==> config.mk <==
export PLATFORM = sky130hd
export DESIGN_NAME = eews_seq
export DESIGN_NICKNAME = d
export VERILOG_FILES = /design/src/rtl/eews_pkg.sv /design/src/rtl/eews_timer.sv /design/src/rtl/eews_slot_sel.sv /design/src/rtl/eews_array.sv /design/src/rtl/eews_seq.sv
export SDC_FILE = /design/constraint.sdc
export NUM_CORES = 2
export LEC_CHECK = 0
export CORE_MARGIN = 1.5
export CORE_UTILIZATION = 40
export DETAILED_ROUTE_END_ITERATION = 8
export PLACE_DENSITY_LB_ADDON = 0.2
export SYNTH_ARGS = -nofsm -noshare
export SYNTH_HDL_FRONTEND = slang
export SYNTH_SLANG_ARGS = --single-unit
==> constraint.sdc <==
create_clock -name clk -period 4.15 [get_ports clk]
set_clock_uncertainty 0.05 [all_clocks]
set_input_delay 0.415 -clock clk [delete_from_list [all_inputs] [get_ports clk]]
set_output_delay 0.415 -clock clk [all_outputs]
set_load 0.1 [all_outputs]
==> src/rtl/eews_pkg.sv <==
package eews_pkg;

  typedef enum logic [1:0] {
    PH_IDLE  = 2'd0,
    PH_ERASE = 2'd1,
    PH_PROG  = 2'd2,
    PH_DONE  = 2'd3
  } phase_e;

  localparam int unsigned BYTE_W = 8;

endpackage

==> src/rtl/eews_timer.sv <==
module eews_timer #(
  parameter int unsigned CW = 8
) (
  input  logic          clk,
  input  logic          rst_n,
  input  logic          load,
  input  logic [CW-1:0] load_val,
  output logic          tc
);

  logic [CW-1:0] cnt_q;

  always_ff @(posedge clk or negedge rst_n) begin
    if (!rst_n) begin
      cnt_q <= '0;
    end else if (load) begin
      cnt_q <= load_val;
    end else if (cnt_q != '0) begin
      cnt_q <= cnt_q - 1'b1;
    end
  end

  assign tc = (cnt_q == '0);

endmodule

==> src/rtl/eews_slot_sel.sv <==
module eews_slot_sel #(
  parameter int unsigned NB = 8,
  parameter int unsigned IW = 3
) (
  input  logic [NB-1:0] mask,
  input  logic [IW-1:0] cur,
  input  logic          from_start,
  output logic [IW-1:0] nxt,
  output logic          found
);

  logic [NB-1:0] elig;

  for (genvar i = 0; i < NB; i++) begin : g_elig
    assign elig[i] = mask[i] && (from_start || (IW'(i) > cur));
  end

  always_comb begin
    found = 1'b0;
    nxt   = '0;
    for (int k = NB - 1; k >= 0; k--) begin
      if (elig[k]) begin
        found = 1'b1;
        nxt   = IW'(k);
      end
    end
  end

endmodule

==> src/rtl/eews_array.sv <==
module eews_array #(
  parameter int unsigned AW = 8,
  parameter int unsigned NB = 8
) (
  input  logic                  clk,
  input  logic                  rst_n,
  input  logic                  er_stb,
  input  logic [AW-$clog2(NB)-1:0] er_page,
  input  logic [NB-1:0]         er_mask,
  input  logic                  wr_stb,
  input  logic [AW-1:0]         wr_addr,
  input  logic [7:0]            wr_data,
  input  logic [AW-1:0]         rd_addr,
  output logic [7:0]            rd_data
);

  localparam int unsigned DEPTH = 1 << AW;
  localparam int unsigned PW    = $clog2(NB);
  localparam int unsigned GW    = AW - PW;

  logic [DEPTH*8-1:0] flat;

  for (genvar w = 0; w < DEPTH; w++) begin : g_word
    localparam int unsigned PG = w / NB;
    localparam int unsigned BI = w % NB;
    logic [7:0] q;
    logic       er_hit;
    logic       wr_hit;

    assign er_hit = er_stb && (er_page == GW'(PG)) && er_mask[BI];
    assign wr_hit = wr_stb && (wr_addr == AW'(w));

    always_ff @(posedge clk or negedge rst_n) begin
      if (!rst_n) begin
        q <= 8'h00;
      end else if (wr_hit) begin
        q <= wr_data;
      end else if (er_hit) begin
        q <= 8'hFF;
      end
    end

    assign flat[w*8 +: 8] = q;
  end

  assign rd_data = flat[{rd_addr, 3'b000} +: 8];

endmodule

==> src/rtl/eews_seq.sv <==
module eews_seq
  import eews_pkg::*;
#(
  parameter int unsigned AW          = 8,
  parameter int unsigned NB          = 8,
  parameter int unsigned ERASE_TICKS = 875000,
  parameter int unsigned PROG_TICKS  = 875000,
  parameter int unsigned BYTE_TICKS  = 2500000
) (
  input  logic                    clk,
  input  logic                    rst_n,
  input  logic                    cmt_valid,
  output logic                    cmt_ready,
  input  logic                    cmt_page_mode,
  input  logic [AW-$clog2(NB)-1:0] cmt_page,
  input  logic [NB-1:0]           cmt_mask,
  input  logic [NB*8-1:0]         cmt_data,
  output logic                    busy,
  output logic                    er_stb,
  output logic                    wr_stb,
  output logic [AW-1:0]           wr_addr,
  output logic [7:0]              wr_data,
  input  logic [AW-1:0]           rd_addr,
  output logic [7:0]              rd_data
);

  localparam int unsigned PW   = $clog2(NB);
  localparam int unsigned GW   = AW - PW;
  localparam int unsigned IW   = PW;
  localparam int unsigned MAXA = (ERASE_TICKS > PROG_TICKS) ? ERASE_TICKS : PROG_TICKS;
  localparam int unsigned MAXT = (MAXA > BYTE_TICKS) ? MAXA : BYTE_TICKS;
  localparam int unsigned CW   = $clog2(MAXT + 1);
  localparam logic [CW-1:0] E_LD = CW'(ERASE_TICKS - 1);
  localparam logic [CW-1:0] P_LD = CW'(PROG_TICKS - 1);
  localparam logic [CW-1:0] B_LD = CW'(BYTE_TICKS - 1);
  localparam logic [IW-1:0] LAST = IW'(NB - 1);

  phase_e          phase_q, phase_d;
  logic            pmode_q;
  logic [GW-1:0]   page_q;
  logic [NB-1:0]   mask_q;
  logic [NB*8-1:0] data_q;
  logic [IW-1:0]   idx_q, idx_d;

  logic            accept;
  logic            tc;
  logic            t_load;
  logic [CW-1:0]   t_val;
  logic            slot_end;
  logic [NB-1:0]   sel_mask;
  logic            sel_start;
  logic [IW-1:0]   sel_nxt;
  logic            sel_found;

  assign cmt_ready = (phase_q == PH_IDLE);
  assign busy      = (phase_q != PH_IDLE);
  assign accept    = cmt_valid && cmt_ready;

  // slot selection for byte mode: from the incoming mask when idle,
  // from the latched mask above the current slot otherwise
  assign sel_start = (phase_q == PH_IDLE);
  assign sel_mask  = sel_start ? cmt_mask : mask_q;

  eews_slot_sel #(.NB(NB), .IW(IW)) u_sel (
    .mask       (sel_mask),
    .cur        (idx_q),
    .from_start (sel_start),
    .nxt        (sel_nxt),
    .found      (sel_found)
  );

  eews_timer #(.CW(CW)) u_tmr (
    .clk      (clk),
    .rst_n    (rst_n),
    .load     (t_load),
    .load_val (t_val),
    .tc       (tc)
  );

  assign er_stb   = (phase_q == PH_ERASE) && tc;
  assign slot_end = (phase_q == PH_PROG) && tc;
  assign wr_stb   = slot_end && mask_q[idx_q];
  assign wr_addr  = {page_q, idx_q};
  assign wr_data  = data_q[{idx_q, 3'b000} +: 8];

  always_comb begin
    phase_d = phase_q;
    idx_d   = idx_q;
    t_load  = 1'b0;
    t_val   = '0;
    unique case (phase_q)
      PH_IDLE: begin
        if (accept) begin
          if (cmt_page_mode) begin
            phase_d = PH_ERASE;
            t_load  = 1'b1;
            t_val   = E_LD;
          end else if (sel_found) begin
            phase_d = PH_PROG;
            idx_d   = sel_nxt;
            t_load  = 1'b1;
            t_val   = B_LD;
          end else begin
            phase_d = PH_DONE;
          end
        end
      end
      PH_ERASE: begin
        if (tc) begin
          phase_d = PH_PROG;
          idx_d   = '0;
          t_load  = 1'b1;
          t_val   = P_LD;
        end
      end
      PH_PROG: begin
        if (tc) begin
          if (pmode_q) begin
            if (idx_q == LAST) begin
              phase_d = PH_DONE;
            end else begin
              idx_d  = idx_q + 1'b1;
              t_load = 1'b1;
              t_val  = P_LD;
            end
          end else if (sel_found) begin
            idx_d  = sel_nxt;
            t_load = 1'b1;
            t_val  = B_LD;
          end else begin
            phase_d = PH_DONE;
          end
        end
      end
      PH_DONE: begin
        phase_d = PH_IDLE;
      end
      default: phase_d = PH_IDLE;
    endcase
  end

  always_ff @(posedge clk or negedge rst_n) begin
    if (!rst_n) begin
      phase_q <= PH_IDLE;
      idx_q   <= '0;
    end else begin
      phase_q <= phase_d;
      idx_q   <= idx_d;
    end
  end

  always_ff @(posedge clk or negedge rst_n) begin
    if (!rst_n) begin
      pmode_q <= 1'b0;
      page_q  <= '0;
      mask_q  <= '0;
      data_q  <= '0;
    end else if (accept) begin
      pmode_q <= cmt_page_mode;
      page_q  <= cmt_page;
      mask_q  <= cmt_mask;
      data_q  <= cmt_data;
    end
  end

  eews_array #(.AW(AW), .NB(NB)) u_arr (
    .clk     (clk),
    .rst_n   (rst_n),
    .er_stb  (er_stb),
    .er_page (page_q),
    .er_mask (mask_q),
    .wr_stb  (wr_stb),
    .wr_addr (wr_addr),
    .wr_data (wr_data),
    .rd_addr (rd_addr),
    .rd_data (rd_data)
  );

endmodule

==> Yosys cells after proc, flatten, opt, wreduce, memory -nomap -nowiden <==
Index checks and enable logic that the tools add are counted.
{ "totals": {"output_inout_bits": 28, "input_bits": 89, "register_bits": 2153} }
{ "op_classes": {"shift": 2, "n_reduce_logical": 830, "muxes": 566, "eq_ne": 297, "add_sub_neg": 2, "n_lt_le_gt_ge": 9} }
{ "ops": {"columns": ["cell", "count"], "rows": [
  ["2-to-1 mux 8 bit", 513],
  ["indexed part select 2048 x 12 -> 8 bit", 1],
  ["equality test 8 bit (second input constant)", 128],
  ["logical AND 1 bit", 556],
  ["nonzero test 2 bit", 258],
  ["equality test 8 x 7 -> 1 bit (second input constant)", 64],
  ["equality test 8 x 6 -> 1 bit (second input constant)", 32],
  ["2-to-1 mux 22 bit", 7],
  ["equality test 8 x 5 -> 1 bit (second input constant)", 16],
  ["equality test 5 bit (second input constant)", 16],
  ["case mux 22 bit (3 select lines)", 1],
  ["equality test 8 x 4 -> 1 bit (second input constant)", 8],
  ["indexed part select 64 x 7 -> 8 bit", 1],
  ["2-to-1 mux 3 bit", 15],
  ["equality test 5 x 4 -> 1 bit (second input constant)", 8],
  ["2-to-1 mux 20 bit", 2],
  ["equality test 8 x 3 -> 1 bit (second input constant)", 4],
  ["zero test 22 bit", 1],
  ["nonzero test 22 bit", 1],
  ["subtractor 22 x 1 -> 22 bit (second input constant)", 1],
  ["equality test 5 x 3 -> 1 bit (second input constant)", 4],
  ["2-to-1 mux 1 bit", 17],
  ["equality test 8 x 2 -> 1 bit (second input constant)", 2],
  ["2-to-1 mux 2 bit", 7],
  ["26 further kinds", 43]
]} }

==> Logic depth before layout (Yosys ltp) <==
{ "depth": {"depth_word": 16, "depth_mapped": 12} }

==> Hierarchy <==
Synthesis repeated with hierarchy kept, for this count alone.
{ "hier_totals": {"cells_unflattened": 7014, "area_unflattened_um2": 95997.1} }
{ "by_module_without_submodules": {"columns": ["module", "cells_per_inst", "area_each_um2", "instances"], "rows": [
  ["eews_array", 6556, 90325.4, 1],
  ["eews_seq", 277, 4083.9, 1],
  ["eews_timer", 144, 1351.3, 1],
  ["eews_slot_sel", 37, 236.5, 1]
]} }

==> Least setup slack after synthesis <==
Ideal clock, no wire load.
{ "synth_path": {"path_kind": "input -> output", "start": "input port rd_addr[2]", "end": "output port rd_data[7]", "slack_ps": -1531, "n_path_buf": 3, "cell_stages": 8, "arrival_ps": 5216, "required_ps": 3685, "path_cell_list": "clkbuf_1 clkbuf_1 buf_1 nor4b_1 a22oi_1 o211ai_1 nor4_1 nor4_1"} }
{ "synth_between": {"elab_chain_len": 1} }
{ "synth_rtl": {"columns": ["item", "line", "text"], "rows": [
  ["start: declaration", "eews_seq.sv:23", "input logic [AW-1:0] rd_addr,"],
  ["indexed part select 2048 x 12 -> 8 bit", "eews_array.sv:46", "assign rd_data = flat[{rd_addr, 3'b000} +: 8];"],
  ["end: declaration", "eews_seq.sv:24", "output logic [7:0] rd_data"]
]} }
No other way between the ends.

==> Worst setup path after layout <==
{ "layout_path": {"start": "input port rd_addr[4]", "end": "output port rd_data[4]"} }
Same word-level chain as after synthesis.

==> summary.txt <==
Yosys
  • Post-synthesis adder-cell area fraction: 0.1308%
  • Compound-cell area share of the yosys netlist: 12.28%
  • Syn Inst Count: 9030
  • Main combinational cell family by area after synthesis: simple AND/OR/NAND/NOR gates
  • Netlist cell types: 66
  • Top-area cell type share of the netlist area: 51.21%
  • Post-synthesis async set-or-reset flop share: 100.0%
  • Synth Net Count: 9130
  • Count leader, synth: dfrtp_1
  • Synth top area cells: dfrtp_1 (51%), mux4_2 (11%), nor3_1 (10%)
  • Seq/Total Area, Yosys: 51.21%
  • #FFs+latches synth: 2153
  • Yosys warns: 0
  • Synth top cells by count: dfrtp_1 (2153), nor3_1 (2097), a21oi_1 (2086), mux4_2 (503), clkbuf_1 (398)
  • EDFF count, synth: 0
  • Area leader, netlist: dfrtp_1
  • Syn_area_per_cell: 11.65 sq um
  • Post-synthesis xor/xnor area fraction: 0.1665%
  • Mux share of post-synthesis cell area: 12.41%
  • Synthesized area: 105200 sq um
  • Simple-Gate Fraction of Synth Area: 18.85%
  • Main synth FF type: dfrtp_1

Timing
  • RSZ-0062 raised after global routing: no
  • Min Tclk post-route: 4193 ps
  • Slew @ Worst Pin: 1142 ps
  • Setup WS post-layout: -43.34 ps
  • # setup viols final: 2
  • Fmax: 238.5 MHz
  • Final Hold Fails: 0
  • Total negative setup slack: -66.87 ps
  • Final Max Tran Viols: 0
  • Slew margin rel.: 23.89%
  • Period utilisation layout: 101.0%

Worst hold path
  • Hold path startpoint: cmt_data[28]
  • WHS Path Cells: 2
  • Min-Delay Path Class: input pin to flip-flop
  • Hold endpoint: data_q[28]

Power
  • Pwr/cell area: 570.2 nW/um^2
  • Maximum vdd drop: 1028 uV
  • Leakage: 54.58 nW

Detailed routing
  • Initial DRC count: 7941
  • Top Layer Used: met5
  • Drt pass-1 iters: 8
  • Post-route antenna net violation count: 0
  • Via density per instance: 6.181
  • Vias: 80170
  • Met2 wire length: 165400 microns
  • Routed WL: 364400 microns
  • DR WL/cell: 28.09 microns
  • Metal3 WL: 31230 microns
  • Remaining DRCs: 0
  • M1 WL: 150800 microns

Layout
  • Synth-to-Final Area Change: 15.86%
  • Share of layout cells above drive strength 1: 24.58%
  • Nets: 9353
  • Final Util: 46.51%
  • Post-route cell area: 121900 sq um

GRT
  • Largest net degree at the start of global routing: 162
  • Number of global-route vias before repair: 78620
  • Antenna violations before repair: 6
  • Total GRT Usage: 27.17%
  • First-pass GRT wire length: 541100 microns
  • Grt total ovfl: 0

Worst setup path
  • FF-to-FF End: u_arr.g_word[109].q[4]
  • Critical Path End Type: output port
  • Reg-to-reg slack, setup: 340 ps
  • Worst-path cell chain: clkdlybuf4s50_1, buf_12, or4b_2, buf_4, o22ai_1, nor3_2, a31oi_1, nor4_4, buf_4, buf_12
  • R2R depth: 8
  • Worst EP arrival: 3730 ps
  • CP Launch Type: input pin
  • Max FO, Critical Path: 21
  • Critical setup path kind: input pin to output port
  • Worst reg2reg path startpoint: u_tmr.cnt_q[15]
  • Slowest-stage cell, CP: or4b_2
  • Worst EP required: 3680 ps
  • Crit path largest cell delay: 880 ps

Clocking
  • Clock sink total: 2153
  • Clock buffer count from CTS: 229
  • TritonCTS clock tree: yes
  • Clk_lat worst skew: 920 ps
  • Root Buffer: clkbuf_16
  • Max Root-Sink Buffers: 3
  • Clk slew on worst S/H paths: 60 ps
  • # H-tree levels: 4

Placement
  • I/O Buffers: 116
  • DP Wirelength: 242500 microns
  • Placement Cell Area: 113300 sq um
  • Gpl congestion: 0.9105

Floorplan
  • Ports: 117
  • Initial core utilization: 40.15%
  • Die Wd: 515.8 microns
  • Core ar.: 262000 sq um
  • DIE AREA: 266100 sq um
  • Row count: 188
  • Die H: 515.8 microns

Run
  • Max Cap Viol: 0

Outcome
  • Violated checks: negative setup slack
  • Outcome: finished, violations left
sequential cells by signal, summed over array words and instances, names as in the netlist:
| signal | count |
|---|---|
| pmode_q | 1 |
| data_q | 64 |
| idx_q | 3 |
| u_arr.g_word.q | 2048 |
| u_tmr.cnt_q | 22 |
| page_q | 5 |
| phase_q | 2 |
| mask_q | 8 |
layout make-up:
class	count	area, sq um
Fill cell	23660	140200
Sequential cell	2153	53880
Multi-Input combinational cell	6002	46670
Timing Repair Buffer	844	8618
Clock buffer	319	6670
Tap cell	3515	4398
Clock inverter	109	1511
Inverter	23	116.4
Antenna cell	7	17.52
per-stage QoR:
stage	setup WS (ps)	total power [mW]	hold slack, ps	instances
3_3_place_gp	-620.0	47.08	299.9	12520
3_5_place_dp	-552.2	47.29	301.1	12520
5_1_grt	2.902	71.33	18.35	12970
2_1_floorplan	-343.9	34.43	69.41	9030
6_report	-43.34	69.50	59.10	12970
4_1_cts	-6.971	69.37	1.168	12960
logic make-up (layout without fill, tap and decap cells):
logic type | count (synthesis) | count (layout)
xor+xnor | 20 | 20
other cells | 0 | 7
fa+ha+maj | 11 | 11
buf+inv | 875 | 1295
flops | 2153 | 2153
compound gates | 2434 | 2434
simple gates | 2871 | 2871
mux | 666 | 666
layout by cell type, fill, tap and decap left out, types with 19 or more instances in the layout:
| cell | count |
|---|---|
| nor4_4 | 267 |
| clkbuf_16 | 231 |
| bufinv_16 | 25 |
| dfrtp_1 | 2151 |
| clkinv_2 | 56 |
| buf_4 | 574 |
| nor3_2 | 248 |
| clkdlybuf4s50_1 | 93 |
| clkbuf_8 | 58 |
| a22oi_1 | 103 |
| mux2_2 | 78 |
| nor2_1 | 34 |
| buf_12 | 154 |
| o221ai_1 | 19 |
| clkbuf_1 | 31 |
| o22ai_1 | 108 |
| nand2_1 | 84 |
| nor3_1 | 2082 |
| a21oi_1 | 2086 |
| mux2i_1 | 77 |
| mux4_2 | 503 |
how the worst max path moves through the flow:
stage	from	to	slack, ps	depth (start not counted)
after floorplan	rd_addr[2]	rd_data[7]	-340	8
after global placement	rd_addr[6]	rd_data[7]	-620	12
after detailed placement	rd_addr[6]	rd_data[7]	-550	12
after CTS	u_arr.g_word[27].q[1]	rd_data[1]	-7	8
after global routing	rd_addr[4]	rd_data[4]	3	10
final	rd_addr[4]	rd_data[4]	-40	10
worst max-delay path: cells and delay by family:
kind,cells,cell delay (ps)
simple gates,3,1180
compound gates,2,840
buf+inv,5,1220
routing by layer:
| layer | vias up | global-route usage (%) |
|---|---|---|
| met5 | - | 0 |
| met3 | 702 | 6.475 |
| li1 | 34830 | - |
| met2 | 3446 | 41.24 |
| met4 | 2 | 11.80 |
| met1 | 41200 | 37.04 |
report_power, final:
group	switching (mW)	internal, mW	leakage [nW]
combinational	19.6	5.79	20.7
sequential	0.576	21.5	29.9
clock	9.22	12.8	4.04
total	29.4	40.1	54.6
repair_timing:
action / in CTS / in global routing
setup buffers: 2 / 0
pin swaps: 7 / 4
endpoints found under the hold margin: 663 / 0
gates cloned: 0 / 1
resized for setup: 31 / 12
setup endpoints to repair: 10 / 7
hold buffers: 14 / 0
Note: power is estimated with default switching activity, not from simulation.
